--- config.mk ---
export PLATFORM = sky130hd
export DESIGN_NAME = scan_test_wrap
export DESIGN_NICKNAME = d
export VERILOG_FILES = /design/src/rtl/scan_wrap_pkg.sv /design/src/rtl/scan_mode_decode.sv /design/src/rtl/scan_bypass_mux.sv /design/src/rtl/scan_pad_steer.sv /design/src/rtl/scan_test_wrap.sv
export SDC_FILE = /design/constraint.sdc
export NUM_CORES = 1
export LEC_CHECK = 0
export ABC_AREA = 1
export BUFFER_PORTS_ARGS = -buffer_cell sky130_fd_sc_hd__buf_2
export CORE_AREA = 2 2 334 336
export DETAILED_ROUTE_END_ITERATION = 10
export DIE_AREA = 0 0 336 338
export REMOVE_ABC_BUFFERS = 1
export SYNTH_ARGS = -nofsm -noshare
export SYNTH_HDL_FRONTEND = slang
export SYNTH_SLANG_ARGS = --single-unit
--- constraint.sdc ---
create_clock -name vclk -period 1.46
set_input_delay 0.292 -clock vclk [all_inputs]
set_output_delay 0.292 -clock vclk [all_outputs]
set_load 0.05 [all_outputs]
--- src/rtl/scan_wrap_pkg.sv ---
package scan_wrap_pkg;
  localparam logic [2:0] SCAN_MODE_CODE = 3'b010;

  function automatic logic is_scan_code(input logic [2:0] code);
    return code == SCAN_MODE_CODE;
  endfunction
endpackage

--- src/rtl/scan_mode_decode.sv ---
module scan_mode_decode
  import scan_wrap_pkg::*;
#(
  parameter bit REG_MODE = 1'b0
) (
  input  logic       clk_sys,
  input  logic       rst_n,
  input  logic [2:0] mode_pins,
  output logic       test_mode
);
  logic decoded;
  assign decoded = is_scan_code(mode_pins);

  generate
    if (REG_MODE) begin : g_reg
      logic tm_q, tm_d;
      always_comb tm_d = decoded;
      always_ff @(posedge clk_sys or negedge rst_n) begin
        if (!rst_n) tm_q <= 1'b0;
        else        tm_q <= tm_d;
      end
      assign test_mode = tm_q;
    end else begin : g_comb
      logic unused_inputs;
      assign unused_inputs = &{1'b0, clk_sys, rst_n};
      assign test_mode = decoded;
    end
  endgenerate
endmodule

--- src/rtl/scan_bypass_mux.sv ---
module scan_bypass_mux #(
  parameter int W = 1
) (
  input  logic         sel_test,
  input  logic [W-1:0] func_in,
  input  logic [W-1:0] test_in,
  output logic [W-1:0] mux_out
);
  always_comb mux_out = sel_test ? test_in : func_in;
endmodule

--- src/rtl/scan_pad_steer.sv ---
module scan_pad_steer #(
  parameter int NUM_CHAINS = 64
) (
  input  logic                  test_mode,
  input  logic [NUM_CHAINS-1:0] pad_func_oe,
  input  logic [NUM_CHAINS-1:0] pad_func_out,
  input  logic [NUM_CHAINS-1:0] pad_di,
  output logic [NUM_CHAINS-1:0] pad_oe,
  output logic [NUM_CHAINS-1:0] pad_do,
  output logic [NUM_CHAINS-1:0] core_pad_in,
  output logic [NUM_CHAINS-1:0] core_si,
  input  logic [NUM_CHAINS-1:0] core_func_out,
  input  logic [NUM_CHAINS-1:0] core_so,
  output logic [NUM_CHAINS-1:0] opad_out
);
  for (genvar c = 0; c < NUM_CHAINS; c++) begin : g_chain
    // bidirectional pad: forced to receive while in test mode
    always_comb begin
      pad_oe[c]      = pad_func_oe[c] & ~test_mode;
      pad_do[c]      = pad_func_out[c];
      core_pad_in[c] = pad_di[c];
      core_si[c]     = pad_di[c] & test_mode;
    end
    // shared output pad: scan-out replaces functional data
    always_comb opad_out[c] = test_mode ? core_so[c] : core_func_out[c];
  end
endmodule

--- src/rtl/scan_test_wrap.sv ---
module scan_test_wrap #(
  parameter int NUM_CHAINS = 64,
  parameter int NUM_CLKS   = 4,
  parameter int NUM_RSTS   = 3,
  parameter int NUM_MEMS   = 2,
  parameter int MEM_DW     = 32,
  parameter bit REG_MODE   = 1'b0
) (
  input  logic                       clk_sys,
  input  logic                       rst_n,
  input  logic [2:0]                 mode_pins,
  input  logic                       scan_en_pin,
  output logic                       scan_en_core,
  output logic                       test_mode,
  input  logic [NUM_CLKS-1:0]        int_clks,
  output logic [NUM_CLKS-1:0]        core_clks,
  input  logic [NUM_RSTS-1:0]        int_rsts_n,
  input  logic                       rst_pin_n,
  output logic [NUM_RSTS-1:0]        core_rsts_n,
  input  logic [NUM_CHAINS-1:0]      pad_func_oe,
  input  logic [NUM_CHAINS-1:0]      pad_func_out,
  input  logic [NUM_CHAINS-1:0]      pad_di,
  output logic [NUM_CHAINS-1:0]      pad_oe,
  output logic [NUM_CHAINS-1:0]      pad_do,
  output logic [NUM_CHAINS-1:0]      core_pad_in,
  output logic [NUM_CHAINS-1:0]      core_si,
  input  logic [NUM_CHAINS-1:0]      core_func_out,
  input  logic [NUM_CHAINS-1:0]      core_so,
  output logic [NUM_CHAINS-1:0]      opad_out,
  input  logic [NUM_MEMS*MEM_DW-1:0] mem_wdata,
  input  logic [NUM_MEMS*MEM_DW-1:0] mem_rdata,
  output logic [NUM_MEMS*MEM_DW-1:0] core_rdata
);
  localparam int MEM_BUS_W = NUM_MEMS * MEM_DW;

  logic tm;

  scan_mode_decode #(.REG_MODE(REG_MODE)) u_decode (
    .clk_sys   (clk_sys),
    .rst_n     (rst_n),
    .mode_pins (mode_pins),
    .test_mode (tm)
  );

  assign test_mode    = tm;
  assign scan_en_core = scan_en_pin;

  scan_bypass_mux #(.W(NUM_CLKS)) u_clk_byp (
    .sel_test (tm),
    .func_in  (int_clks),
    .test_in  ({NUM_CLKS{clk_sys}}),
    .mux_out  (core_clks)
  );

  scan_bypass_mux #(.W(NUM_RSTS)) u_rst_byp (
    .sel_test (tm),
    .func_in  (int_rsts_n),
    .test_in  ({NUM_RSTS{rst_pin_n}}),
    .mux_out  (core_rsts_n)
  );

  scan_bypass_mux #(.W(MEM_BUS_W)) u_mem_byp (
    .sel_test (tm),
    .func_in  (mem_rdata),
    .test_in  (mem_wdata),
    .mux_out  (core_rdata)
  );

  scan_pad_steer #(.NUM_CHAINS(NUM_CHAINS)) u_pads (
    .test_mode     (tm),
    .pad_func_oe   (pad_func_oe),
    .pad_func_out  (pad_func_out),
    .pad_di        (pad_di),
    .pad_oe        (pad_oe),
    .pad_do        (pad_do),
    .core_pad_in   (core_pad_in),
    .core_si       (core_si),
    .core_func_out (core_func_out),
    .core_so       (core_so),
    .opad_out      (opad_out)
  );
endmodule

==> impl_metrics.xml <==
<?xml version="1.0" encoding="UTF-8"?>
<metrics>
  <group name="cells_and_area">
    <metric name="finalCoreUtilization" unit="%">11.2</metric>
    <metric name="final_cell_mix" unit="">sky130_fd_sc_hd__buf_2 (471), sky130_fd_sc_hd__nand2_1 (207), sky130_fd_sc_hd__buf_6 (138)</metric>
    <metric name="finish.net_count" unit="">1911</metric>
    <metric name="final_cells" unit="">2948</metric>
    <metric name="num-fill-cells" unit="">12800</metric>
    <metric name="seq_cell_count" unit="">0</metric>
    <metric name="commonest_non_fill_non_tap_cell_in_the_layout" unit="">sky130_fd_sc_hd__buf_2</metric>
    <metric name="area.growth.synth_to_final" unit="%">217</metric>
    <metric name="clock_buffers" unit="">0</metric>
    <metric name="layout.area.seq" unit="sq um">0</metric>
    <metric name="layout-drive-gt1-share" unit="%">64.6</metric>
  </group>
  <group name="floorplan">
    <metric name="initial_core_util" unit="%">3.54</metric>
    <metric name="design.portCount" unit="">855</metric>
    <metric name="core_area" unit="sq um">110000</metric>
    <metric name="dieWidth" unit="um">336</metric>
    <metric name="dieHeight" unit="um">338</metric>
    <metric name="design.die.area" unit="sq um">114000</metric>
    <metric name="number_of_standard_cell_rows_in_the_floorplan" unit="">122</metric>
  </group>
  <group name="placed_design">
    <metric name="gp_congestion" unit="">0.748</metric>
    <metric name="buffer_ports.inserted" unit="">724</metric>
    <metric name="placed_cells_incl_taps" unit="">2897</metric>
    <metric name="dp_hpwl" unit="um">68200</metric>
  </group>
  <group name="detailed_routing">
    <metric name="first_pass_iters" unit="">5</metric>
    <metric name="antenna_left" unit="">0</metric>
    <metric name="post_drt_via_cell_ratio" unit="">2.87</metric>
    <metric name="drt-wirelength-per-cell" unit="um">27.2</metric>
    <metric name="totalWireLength" unit="um">80200</metric>
    <metric name="vias" unit="">8470</metric>
    <metric name="first_iter_violations" unit="">307</metric>
    <metric name="drcViolationCount" unit="">0</metric>
  </group>
  <group name="timing">
    <metric name="maxSlewHeadroom" unit="%">70.9</metric>
    <metric name="timing.final.ws_setup" unit="ns">-0.437</metric>
    <metric name="max_freq" unit="MHz">527</metric>
    <metric name="tightest_slew" unit="ns">0.437</metric>
    <metric name="setup_viol" unit="">264</metric>
    <metric name="rsz0062_at_grt" unit="">yes</metric>
    <metric name="hold_viol" unit="">0</metric>
    <metric name="timing.final.crit_share" unit="%">130</metric>
    <metric name="post_layout_min_period" unit="ns">1.90</metric>
    <metric name="final_max_slew_viol_count" unit="">0</metric>
  </group>
  <group name="synthesis">
    <metric name="avgSynthCellArea" unit="sq um">4.60</metric>
    <metric name="netlist_area" unit="sq um">3890</metric>
    <metric name="ys.warnings.count" unit="">0</metric>
    <metric name="synth_cells" unit="">846</metric>
    <metric name="ys_seq_area_share" unit="%">0</metric>
    <metric name="netlist-cell-type-count" unit="">10</metric>
  </group>
  <group name="run_status">
    <metric name="result_of_the_run" unit="">complete, but fails checks</metric>
    <metric name="violations" unit="">negative setup slack</metric>
  </group>
  <group name="critical_path">
    <metric name="timing.critical_path.to_type" unit="">output port</metric>
    <metric name="worstPathArrival" unit="ns">1.60</metric>
    <metric name="cp.required" unit="ns">1.17</metric>
    <metric name="critical_path.max_fanout" unit="">74</metric>
    <metric name="critical_path.slowest_cell" unit="">sky130_fd_sc_hd__buf_4</metric>
    <metric name="slowest_delay" unit="ns">0.20</metric>
    <metric name="setup.worst_path.start_class" unit="">input port</metric>
    <metric name="critical_path_class" unit="">input port to output port</metric>
    <metric name="ordered_list_of_cells_on_the_worst_path" unit="">buf_6 -&gt; nor2_4 -&gt; buf_12 -&gt; nand2_8 -&gt; buf_12 -&gt; buf_16 -&gt; nand2_1 -&gt; nand2_1 -&gt; buf_4</metric>
  </group>
  <group name="pwr">
    <metric name="p_switching" unit="uW">3540</metric>
    <metric name="pwr_density_cell" unit="nW/um^2">448</metric>
    <metric name="ir_drop" unit="V">0.000206</metric>
    <metric name="internal_power" unit="uW">1980</metric>
    <metric name="leakage" unit="uW">0.00634</metric>
    <metric name="power" unit="uW">5510</metric>
    <metric name="clock_power_share" unit="%">0</metric>
    <metric name="netSwitchingFraction" unit="%">64.1</metric>
    <metric name="seq_power_share" unit="%">0</metric>
    <metric name="power.share.combinational" unit="%">100.0</metric>
  </group>
  <group name="grt">
    <metric name="global_route_total_overflow" unit="">0</metric>
    <metric name="antenna_found_initial" unit="">121</metric>
    <metric name="pin_count_of_the_biggest_net_entering_global_routing" unit="">75</metric>
    <metric name="vias_in_the_first_global_route" unit="">7209</metric>
    <metric name="track_usage" unit="%">12.7</metric>
    <metric name="wire_length_of_the_first_global_routing_pass" unit="um">90100</metric>
  </group>
  <group name="job">
    <metric name="max_cap_violations" unit="">0</metric>
  </group>
  <group name="hold_path">
    <metric name="min-delay-path-class" unit="">input port to output port</metric>
  </group>
</metrics>
[worst max-delay path, delay by kind of cell]
| family | cells | cell delay, ns |
|---|---|---|
| buffers and inverters | 5 | 0.73 |
| and+or+nand+nor | 4 | 0.45 |
[worst paths after layout]
check,from,endpoint,slack [ns],cells after the start
worst min-delay path,scan_en_pin,scan_en_core,0.58,0
worst max-delay path,mode_pins[2],core_rdata[2],-0.44,9
[cell type report]
| class | instances | area (sq um) | area share [%] |
|---|---|---|---|
| Antenna cell | 13 | 32.5 | 0.264 |
| Inverter | 129 | 488 | 3.96 |
| Multi-Input combinational cell | 530 | 2920 | 23.7 |
| Tap cell | 1488 | 1860 | 15.1 |
| Timing Repair Buffer | 788 | 7010 | 56.9 |
[layer usage]
| metal | routed length (um) | share of wire (%) | global-route usage [%] | vias up |
|---|---|---|---|---|
| met2 | 33100 | 41 | 19.1 | 836 |
| met4 | 2720 | 3.4 | 1.72 | 46 |
| met5 | 387 | 0.48 | 0.681 | - |
| li1 | - | - | - | 3585 |
| met1 | 35400 | 44 | 17.5 | 3801 |
| met3 | 8600 | 11 | 4.70 | 202 |
[power by group through the flow]
stage	sequential [uW]	combinational, uW	clock [uW]
after global placement	0	4470	0
after detailed placement	0	4490	0
after global routing	0	5770	0.00102
final	0	5510	0.00123
after floorplan	0	2130	0
after CTS	0	5310	0
[Yosys cell counts]
library cell	instances	area (sq um)
sky130_fd_sc_hd__nand2_1	271	1020
sky130_fd_sc_hd__clkbuf_1	14	52.6
sky130_fd_sc_hd__nor2_1	128	480
sky130_fd_sc_hd__buf_4	129	968
sky130_fd_sc_hd__buf_1	1	3.75
sky130_fd_sc_hd__nor2_2	1	6.26
sky130_fd_sc_hd__buf_6	2	22.5
sky130_fd_sc_hd__nand3_1	130	651
sky130_fd_sc_hd__buf_2	41	205
sky130_fd_sc_hd__inv_1	129	484
[what timing repair did]
action | 4_1_cts | 5_1_grt
cloned | 15 | 16
buffers inserted | 7 | 3
hold buffers | 0 | 0
resized for setup | 444 | 224
pin swaps | 46 | 18
setup endpoints to repair | 264 | 264
[stage by stage]
stage | hold slack, ns | setup slack, ns | setup TNS, ns | cell area [sq um]
floorplan | 0.584 | -8.46 | -1843.80 | 2640
global placement | 0.585 | -0.756 | -124.39 | 9310
detailed placement | 0.585 | -0.750 | -124.34 | 9310
CTS | 0.585 | -0.405 | -86.04 | 11400
global route | 0.584 | -0.443 | -93.20 | 12300
finish | 0.584 | -0.437 | -81.03 | 12300
[cells by family after synthesis]
kind of cell | Yosys count | synth area share [%]
buf+inv | 316 | 44.6
simple gates | 530 | 55.4
Power figures use the tool's default switching activity.
